### config.mk
export PLATFORM = sky130hd
export DESIGN_NAME = smm_access_decoder
export DESIGN_NICKNAME = d
export VERILOG_FILES = /design/src/rtl/smm_dec_pkg.sv /design/src/rtl/smm_dec_datapath.sv /design/src/rtl/smm_dec_control.sv /design/src/rtl/smm_access_decoder.sv
export SDC_FILE = /design/constraint.sdc
export NUM_CORES = 1
export LEC_CHECK = 0
export BUFFER_PORTS_ARGS = -buffer_cell sky130_fd_sc_hd__buf_2
export CORE_MARGIN = 2
export CORE_UTILIZATION = 50
export CTS_CLUSTER_DIAMETER = 100
export DETAILED_ROUTE_END_ITERATION = 10
export HOLD_SLACK_MARGIN = 0.1
export PLACE_DENSITY = 0.9
export SYNTH_ARGS = -nofsm -noshare
export SYNTH_HDL_FRONTEND = slang
export SYNTH_SLANG_ARGS = --single-unit
### constraint.sdc
create_clock -name clk -period 8.43 [get_ports clk]
set_clock_uncertainty 0.2 [all_clocks]
set_input_delay 0.843 -clock clk [delete_from_list [all_inputs] [get_ports clk]]
set_output_delay 0.843 -clock clk [all_outputs]
set_load 0.01 [all_outputs]
### src/rtl/smm_dec_pkg.sv
package smm_dec_pkg;

  typedef enum logic [1:0] {
    REGION_MAIN   = 2'd0,
    REGION_LEGACY = 2'd1,
    REGION_TOP    = 2'd2,
    REGION_HIGH   = 2'd3
  } region_e;

  typedef struct packed {
    logic load;
    logic toDram;
    logic cacheable;
    logic flagViol;
    logic clearViol;
  } dpStrobe_t;

  localparam logic [2:0] LEGACY_SEG_CODE = 3'b010;

endpackage

### src/rtl/smm_dec_datapath.sv
module smm_dec_datapath
  import smm_dec_pkg::*;
#(
  parameter int unsigned ADDR_W         = 32,
  parameter int unsigned SEG_UNIT_SHIFT = 17,
  parameter logic [31:0] LEG_LO         = 32'h000A_0000,
  parameter logic [31:0] LEG_HI         = 32'h000B_FFFF
) (
  input  logic              clk,
  input  logic              rstN,
  input  logic [ADDR_W-1:0] reqAddr,
  input  logic [ADDR_W-1:0] topOfMem,
  input  logic [1:0]        cfgSegSize,
  input  dpStrobe_t         strobe,
  output region_e           region,
  output logic              rspValid,
  output logic              rspToDram,
  output logic              rspCacheable,
  output logic              violationSticky
);

  localparam int unsigned SIZE_CODES = 4;
  localparam logic [ADDR_W-1:0] legLo = ADDR_W'(LEG_LO);
  localparam logic [ADDR_W-1:0] legHi = ADDR_W'(LEG_HI);

  logic [ADDR_W-1:0] sizeTable [SIZE_CODES];

  for (genvar g = 0; g < SIZE_CODES; g++) begin : g_size
    assign sizeTable[g] = ADDR_W'(1) << (SEG_UNIT_SHIFT + g);
  end

  logic [ADDR_W-1:0] segSize;
  logic [ADDR_W-1:0] topBase;
  logic              inLegacy;
  logic              inTop;
  logic              belowTom;

  always_comb begin
    segSize  = sizeTable[cfgSegSize];
    topBase  = topOfMem - segSize;
    inLegacy = (reqAddr >= legLo) && (reqAddr <= legHi);
    belowTom = reqAddr < topOfMem;
    inTop    = (reqAddr >= topBase) && belowTom;
    if (inLegacy)      region = REGION_LEGACY;
    else if (inTop)    region = REGION_TOP;
    else if (belowTom) region = REGION_MAIN;
    else               region = REGION_HIGH;
  end

  always_ff @(posedge clk) begin
    if (!rstN) begin
      rspValid        <= 1'b0;
      rspToDram       <= 1'b0;
      rspCacheable    <= 1'b0;
      violationSticky <= 1'b0;
    end else begin
      rspValid <= strobe.load;
      if (strobe.load) begin
        rspToDram    <= strobe.toDram;
        rspCacheable <= strobe.cacheable;
      end
      violationSticky <= (violationSticky & ~strobe.clearViol) | strobe.flagViol;
    end
  end

endmodule

### src/rtl/smm_dec_control.sv
module smm_dec_control
  import smm_dec_pkg::*;
(
  input  region_e    region,
  input  logic       reqValid,
  input  logic       reqIsCode,
  input  logic       smmActive,
  input  logic [2:0] cfgBaseSeg,
  input  logic       cfgGlobalEn,
  input  logic       cfgDataOpen,
  input  logic       cfgDataAlias,
  input  logic       statusClear,
  output dpStrobe_t  strobe
);

  logic legacyOn;
  logic granted;
  logic toDram;
  logic cacheable;
  logic blocked;

  always_comb begin
    legacyOn  = cfgGlobalEn && (cfgBaseSeg == LEGACY_SEG_CODE);
    granted   = smmActive || cfgDataOpen;
    toDram    = 1'b0;
    cacheable = 1'b0;
    blocked   = 1'b0;
    unique case (region)
      REGION_LEGACY: begin
        if (!legacyOn || (cfgDataAlias && !reqIsCode)) begin
          toDram = 1'b0;
        end else if (granted) begin
          toDram = 1'b1;
        end else begin
          blocked = 1'b1;
        end
      end
      REGION_TOP: begin
        if (!cfgGlobalEn || granted) begin
          toDram    = 1'b1;
          cacheable = 1'b1;
        end else begin
          blocked = 1'b1;
        end
      end
      REGION_MAIN: begin
        toDram    = 1'b1;
        cacheable = 1'b1;
      end
      default: begin
        toDram = 1'b0;
      end
    endcase
    strobe.load      = reqValid;
    strobe.toDram    = toDram;
    strobe.cacheable = cacheable;
    strobe.flagViol  = reqValid && blocked;
    strobe.clearViol = statusClear;
  end

endmodule

### src/rtl/smm_access_decoder.sv
module smm_access_decoder
  import smm_dec_pkg::*;
#(
  parameter int unsigned ADDR_W         = 32,
  parameter int unsigned SEG_UNIT_SHIFT = 17
) (
  input  logic              clk,
  input  logic              rstN,
  input  logic              reqValid,
  input  logic [ADDR_W-1:0] reqAddr,
  input  logic              reqIsCode,
  input  logic              smmActive,
  input  logic [ADDR_W-1:0] topOfMem,
  input  logic [2:0]        cfgBaseSeg,
  input  logic              cfgGlobalEn,
  input  logic              cfgDataOpen,
  input  logic              cfgDataAlias,
  input  logic [1:0]        cfgSegSize,
  input  logic              statusClear,
  output logic              rspValid,
  output logic              rspToDram,
  output logic              rspCacheable,
  output logic              violationSticky
);

  region_e   region;
  dpStrobe_t strobe;

  smm_dec_control u_control (
    .region      (region),
    .reqValid    (reqValid),
    .reqIsCode   (reqIsCode),
    .smmActive   (smmActive),
    .cfgBaseSeg  (cfgBaseSeg),
    .cfgGlobalEn (cfgGlobalEn),
    .cfgDataOpen (cfgDataOpen),
    .cfgDataAlias(cfgDataAlias),
    .statusClear (statusClear),
    .strobe      (strobe)
  );

  smm_dec_datapath #(
    .ADDR_W        (ADDR_W),
    .SEG_UNIT_SHIFT(SEG_UNIT_SHIFT)
  ) u_datapath (
    .clk            (clk),
    .rstN           (rstN),
    .reqAddr        (reqAddr),
    .topOfMem       (topOfMem),
    .cfgSegSize     (cfgSegSize),
    .strobe         (strobe),
    .region         (region),
    .rspValid       (rspValid),
    .rspToDram      (rspToDram),
    .rspCacheable   (rspCacheable),
    .violationSticky(violationSticky)
  );

endmodule

==> results_tabular.tex <==
\begin{tabular}{lr}
\hline
Metric & Value \\
\hline
\multicolumn{2}{l}{\textbf{Synth}} \\
Synthesized netlist net count & 353 \\
EDFF count, synth & 0 \\
Share of synthesized registers carrying an async set or reset & 0 \\
Yosys cell types & 43 \\
Ys flop type & sky130\_fd\_sc\_hd\_\_dfxtp\_1 \\
Mapped cell area & 1710 um2 \\
Number of flip-flops and latches in the synthesized netlist & 4 \\
Mean cell area of the mapped netlist & 7.68 um2 \\
Area share of the largest cell type after synthesis & 0.373 \\
Largest cells by area after synthesis & sky130\_fd\_sc\_hd\_\_ha\_1, sky130\_fd\_sc\_hd\_\_inv\_1, sky130\_fd\_sc\_hd\_\_xnor2\_1 \\
Fraction of the yosys area taken by sequential cells & 0.0467 \\
Post-synthesis cell type with the largest combined area & sky130\_fd\_sc\_hd\_\_ha\_1 \\
Number of instances in the synthesized netlist & 223 \\
Yosys warnings & 0 \\
\multicolumn{2}{l}{\textbf{Placement}} \\
Placer Congestion & 0.912 \\
Number of input and output port buffers inserted & 81 \\
Detailed Place HPWL & 4040 um \\
Worst setup slack after placement & 4.20 ns \\
Placed insts & 350 \\
Area post-placement & 2180 um2 \\
\multicolumn{2}{l}{\textbf{Hold path}} \\
Worst Hold Class & flip-flop to flip-flop \\
Cell depth of the worst min-delay path & 2 \\
\multicolumn{2}{l}{\textbf{Clocking}} \\
CTS Buffer Depth & 2 \\
Clock root cell & sky130\_fd\_sc\_hd\_\_clkbuf\_4 \\
Count of instances resized after the clock tree is built & 0 \\
Deepest level of the CTS H-tree & 1 \\
Sinks on Clock Net & 4 \\
Clock latency on the worst-skew pair & 0.23 ns \\
TritonCTS clock tree & done \\
Cts bufs inserted & 3 \\
Clock Pin Slew Worst Setup and Hold Paths & 0.04 ns \\
\# Post-CTS Setup Buffers & 0 \\
Number of hold-repair buffers added at the cts stage & 0 \\
\multicolumn{2}{l}{\textbf{Timing}} \\
RSZ-0062 raised after global routing & false \\
Final worst-path cycle share & 0.483 \\
Time the final worst path needs with I/O delays and setup & 4.07 ns \\
Number of endpoints failing setup at the final stage & 0 \\
Upper clock frequency limit & 246 MHz \\
Number of endpoints with negative hold slack in the final report & 0 \\
Fin. max-slew vios & 0 \\
Post-route setup TNS & 0 ns \\
Hold Slack & 0.301 ns \\
Setup ws final & 4.36 ns \\
Slew HR & 0.663 \\
Actual slew at the worst max-slew pin & 0.493 ns \\
\multicolumn{2}{l}{\textbf{Layout}} \\
Commonest cells after routing, fill and taps aside & sky130\_fd\_sc\_hd\_\_buf\_2, sky130\_fd\_sc\_hd\_\_ha\_1, sky130\_fd\_sc\_hd\_\_inv\_1 \\
Finished Core Util & 0.664 \\
Total number of nets in the final design & 439 \\
Diodes inserted & 0 \\
Final Non-Filler Cells & 353 \\
Synthesis-to-layout area growth & 28.3\% \\
Proportion of layout cells with a drive suffix above 1 & 0.293 \\
Commonest non-fill, non-tap cell in the layout & sky130\_fd\_sc\_hd\_\_buf\_2 \\
Final cell area excluding filler cells & 2200 um2 \\
\multicolumn{2}{l}{\textbf{Worst setup path}} \\
Setup CP Type & primary input to flip-flop \\
Number of cells on the worst reg-to-reg path & 4 \\
Worst Setup Start Kind & primary input \\
CP endpoint kind & flip-flop \\
Critical Path AT & 4.03 ns \\
Critical-path maximum fanout & 4 \\
Critical Path RT & 8.39 ns \\
Register-to-register setup slack & 7.52 ns \\
\multicolumn{2}{l}{\textbf{Run}} \\
Max capacitance violation total & 0 \\
\multicolumn{2}{l}{\textbf{Die}} \\
Die boundary height & 62.5 um \\
\# rows & 21 \\
Total core area & 3310 um2 \\
Chip Width & 62.5 um \\
Initial Util & 0.517 \\
Number of top-level pins & 82 \\
Die area & 3910 um2 \\
\multicolumn{2}{l}{\textbf{Routing}} \\
Drt first pass iters & 4 \\
Number of DRC violations after detailed routing & 0 \\
Number of DRC markers after the initial detailed-route iteration & 50 \\
Via count & 1902 \\
Residual antenna-violating net count after detailed routing & 0 \\
Final routed wirelength across all metal layers & 4380 um \\
Routed length per instance & 12.4 um \\
Via/cell ratio & 5.39 \\
\multicolumn{2}{l}{\textbf{Pwr}} \\
Leakage power total & 1.21 nW \\
Pwr/cell area & 65.5 nW/um2 \\
Pint & 84.6 uW \\
Switching component of the power & 59.3 uW \\
Power Total & 144 uW \\
Sequential cell fraction of total power & 0.143 \\
Worst vdd ir & 0.0000303 V \\
Power share of the combinational group & 0.697 \\
Switching fraction of total power & 0.412 \\
Clock power share & 0.160 \\
\multicolumn{2}{l}{\textbf{GRT}} \\
Number of global-route vias before repair & 1801 \\
Total gr overflow & 0 \\
Maximum number of pins on one net before global-route repair & 6 \\
Antenna violations before repair & 0 \\
GRT Resource Usage Total & 0.218 \\
Wire length of the first global-routing pass & 7240 um \\
\multicolumn{2}{l}{\textbf{Run status}} \\
Outcome & completed \\
\hline
\end{tabular}
## state kept, by name, indices dropped and copies added (netlist names)
signal and count:
u_datapath.rspCacheable 1, u_datapath.violationSticky 1, u_datapath.rspToDram 1, u_datapath.rspValid 1
## routing by layer
metal	track usage	up-vias	routed length, um
li1	-	984	-
met1	0.261	867	1900
met2	0.409	49	2220
met3	0.0342	2	236
met4	0.0444	0	28
met5	0	-	0
## final cells by class
cell class | instances | area, um2
multi-input cells | 180 | 1490
fillers | 302 | 1110
repair buffers | 81 | 405
inverters | 39 | 146
flip-flops and latches | 4 | 80.1
well taps | 46 | 57.6
clock buffers | 3 | 22.5
## power groups by stage
stage          clock network (mW)  logic [mW]  registers (mW)
2_1_floorplan                   0      0.0591          0.0216
3_3_place_gp                    0      0.0951          0.0210
3_5_place_dp                    0      0.0996          0.0209
4_1_cts                    0.0237       0.100          0.0206
5_1_grt                    0.0265       0.114          0.0208
6_report                   0.0230       0.100          0.0206
## cells in the mapped netlist (all sizes together), types with 2 or more instances
cell and number:
and4 4, nand3b 2, a21o 8, nor3 5, nor4 4, xnor2 13
dfxtp 4, inv 39, nand2b 2, o21ai 5, nor2 7, a31oi 2
a211oi 2, nor2b 2, a21oi 18, nand4 8, nand2 15, a21boi 2
nand3 10, ha 51
## worst max-delay path: stages
cell and delay (ns):
sky130_fd_sc_hd__buf_2 0.12, sky130_fd_sc_hd__nor2_1 0.14, sky130_fd_sc_hd__ha_1 0.16, sky130_fd_sc_hd__inv_1 0.05
sky130_fd_sc_hd__fa_1 0.39, sky130_fd_sc_hd__a21o_1 0.17, sky130_fd_sc_hd__a21oi_1 0.27, sky130_fd_sc_hd__nand2_1 0.15
sky130_fd_sc_hd__nor4_1 0.28, sky130_fd_sc_hd__xnor2_1 0.16, sky130_fd_sc_hd__ha_1 0.26, sky130_fd_sc_hd__a21oi_1 0.14
sky130_fd_sc_hd__o21ai_0 0.12, sky130_fd_sc_hd__a221oi_1 0.30, sky130_fd_sc_hd__o2bb2ai_1 0.13, sky130_fd_sc_hd__a31o_1 0.21
sky130_fd_sc_hd__o21ai_0 0.13
## final timing paths
check | from | endpoint
worst max-delay path | cfgSegSize[0] | u_datapath.rspCacheable
worst min-delay path | u_datapath.rspCacheable | u_datapath.rspCacheable
worst max register to register | u_datapath.rspToDram | u_datapath.rspToDram
worst min register to register | u_datapath.rspCacheable | u_datapath.rspCacheable
## cells by family (layout without fill, tap and decap cells)
logic type	after synthesis	count (layout)	synth area share
xor gates and xnor gates	13	13	0.0665
and+or+nand+nor	65	65	0.221
buffers and inverters	39	123	0.0855
DFF	4	4	0.0468
AOI/OAI and AO/OA	50	50	0.197
adders and majority gates	52	52	0.384
Note: power is estimated with default switching activity, not from simulation.
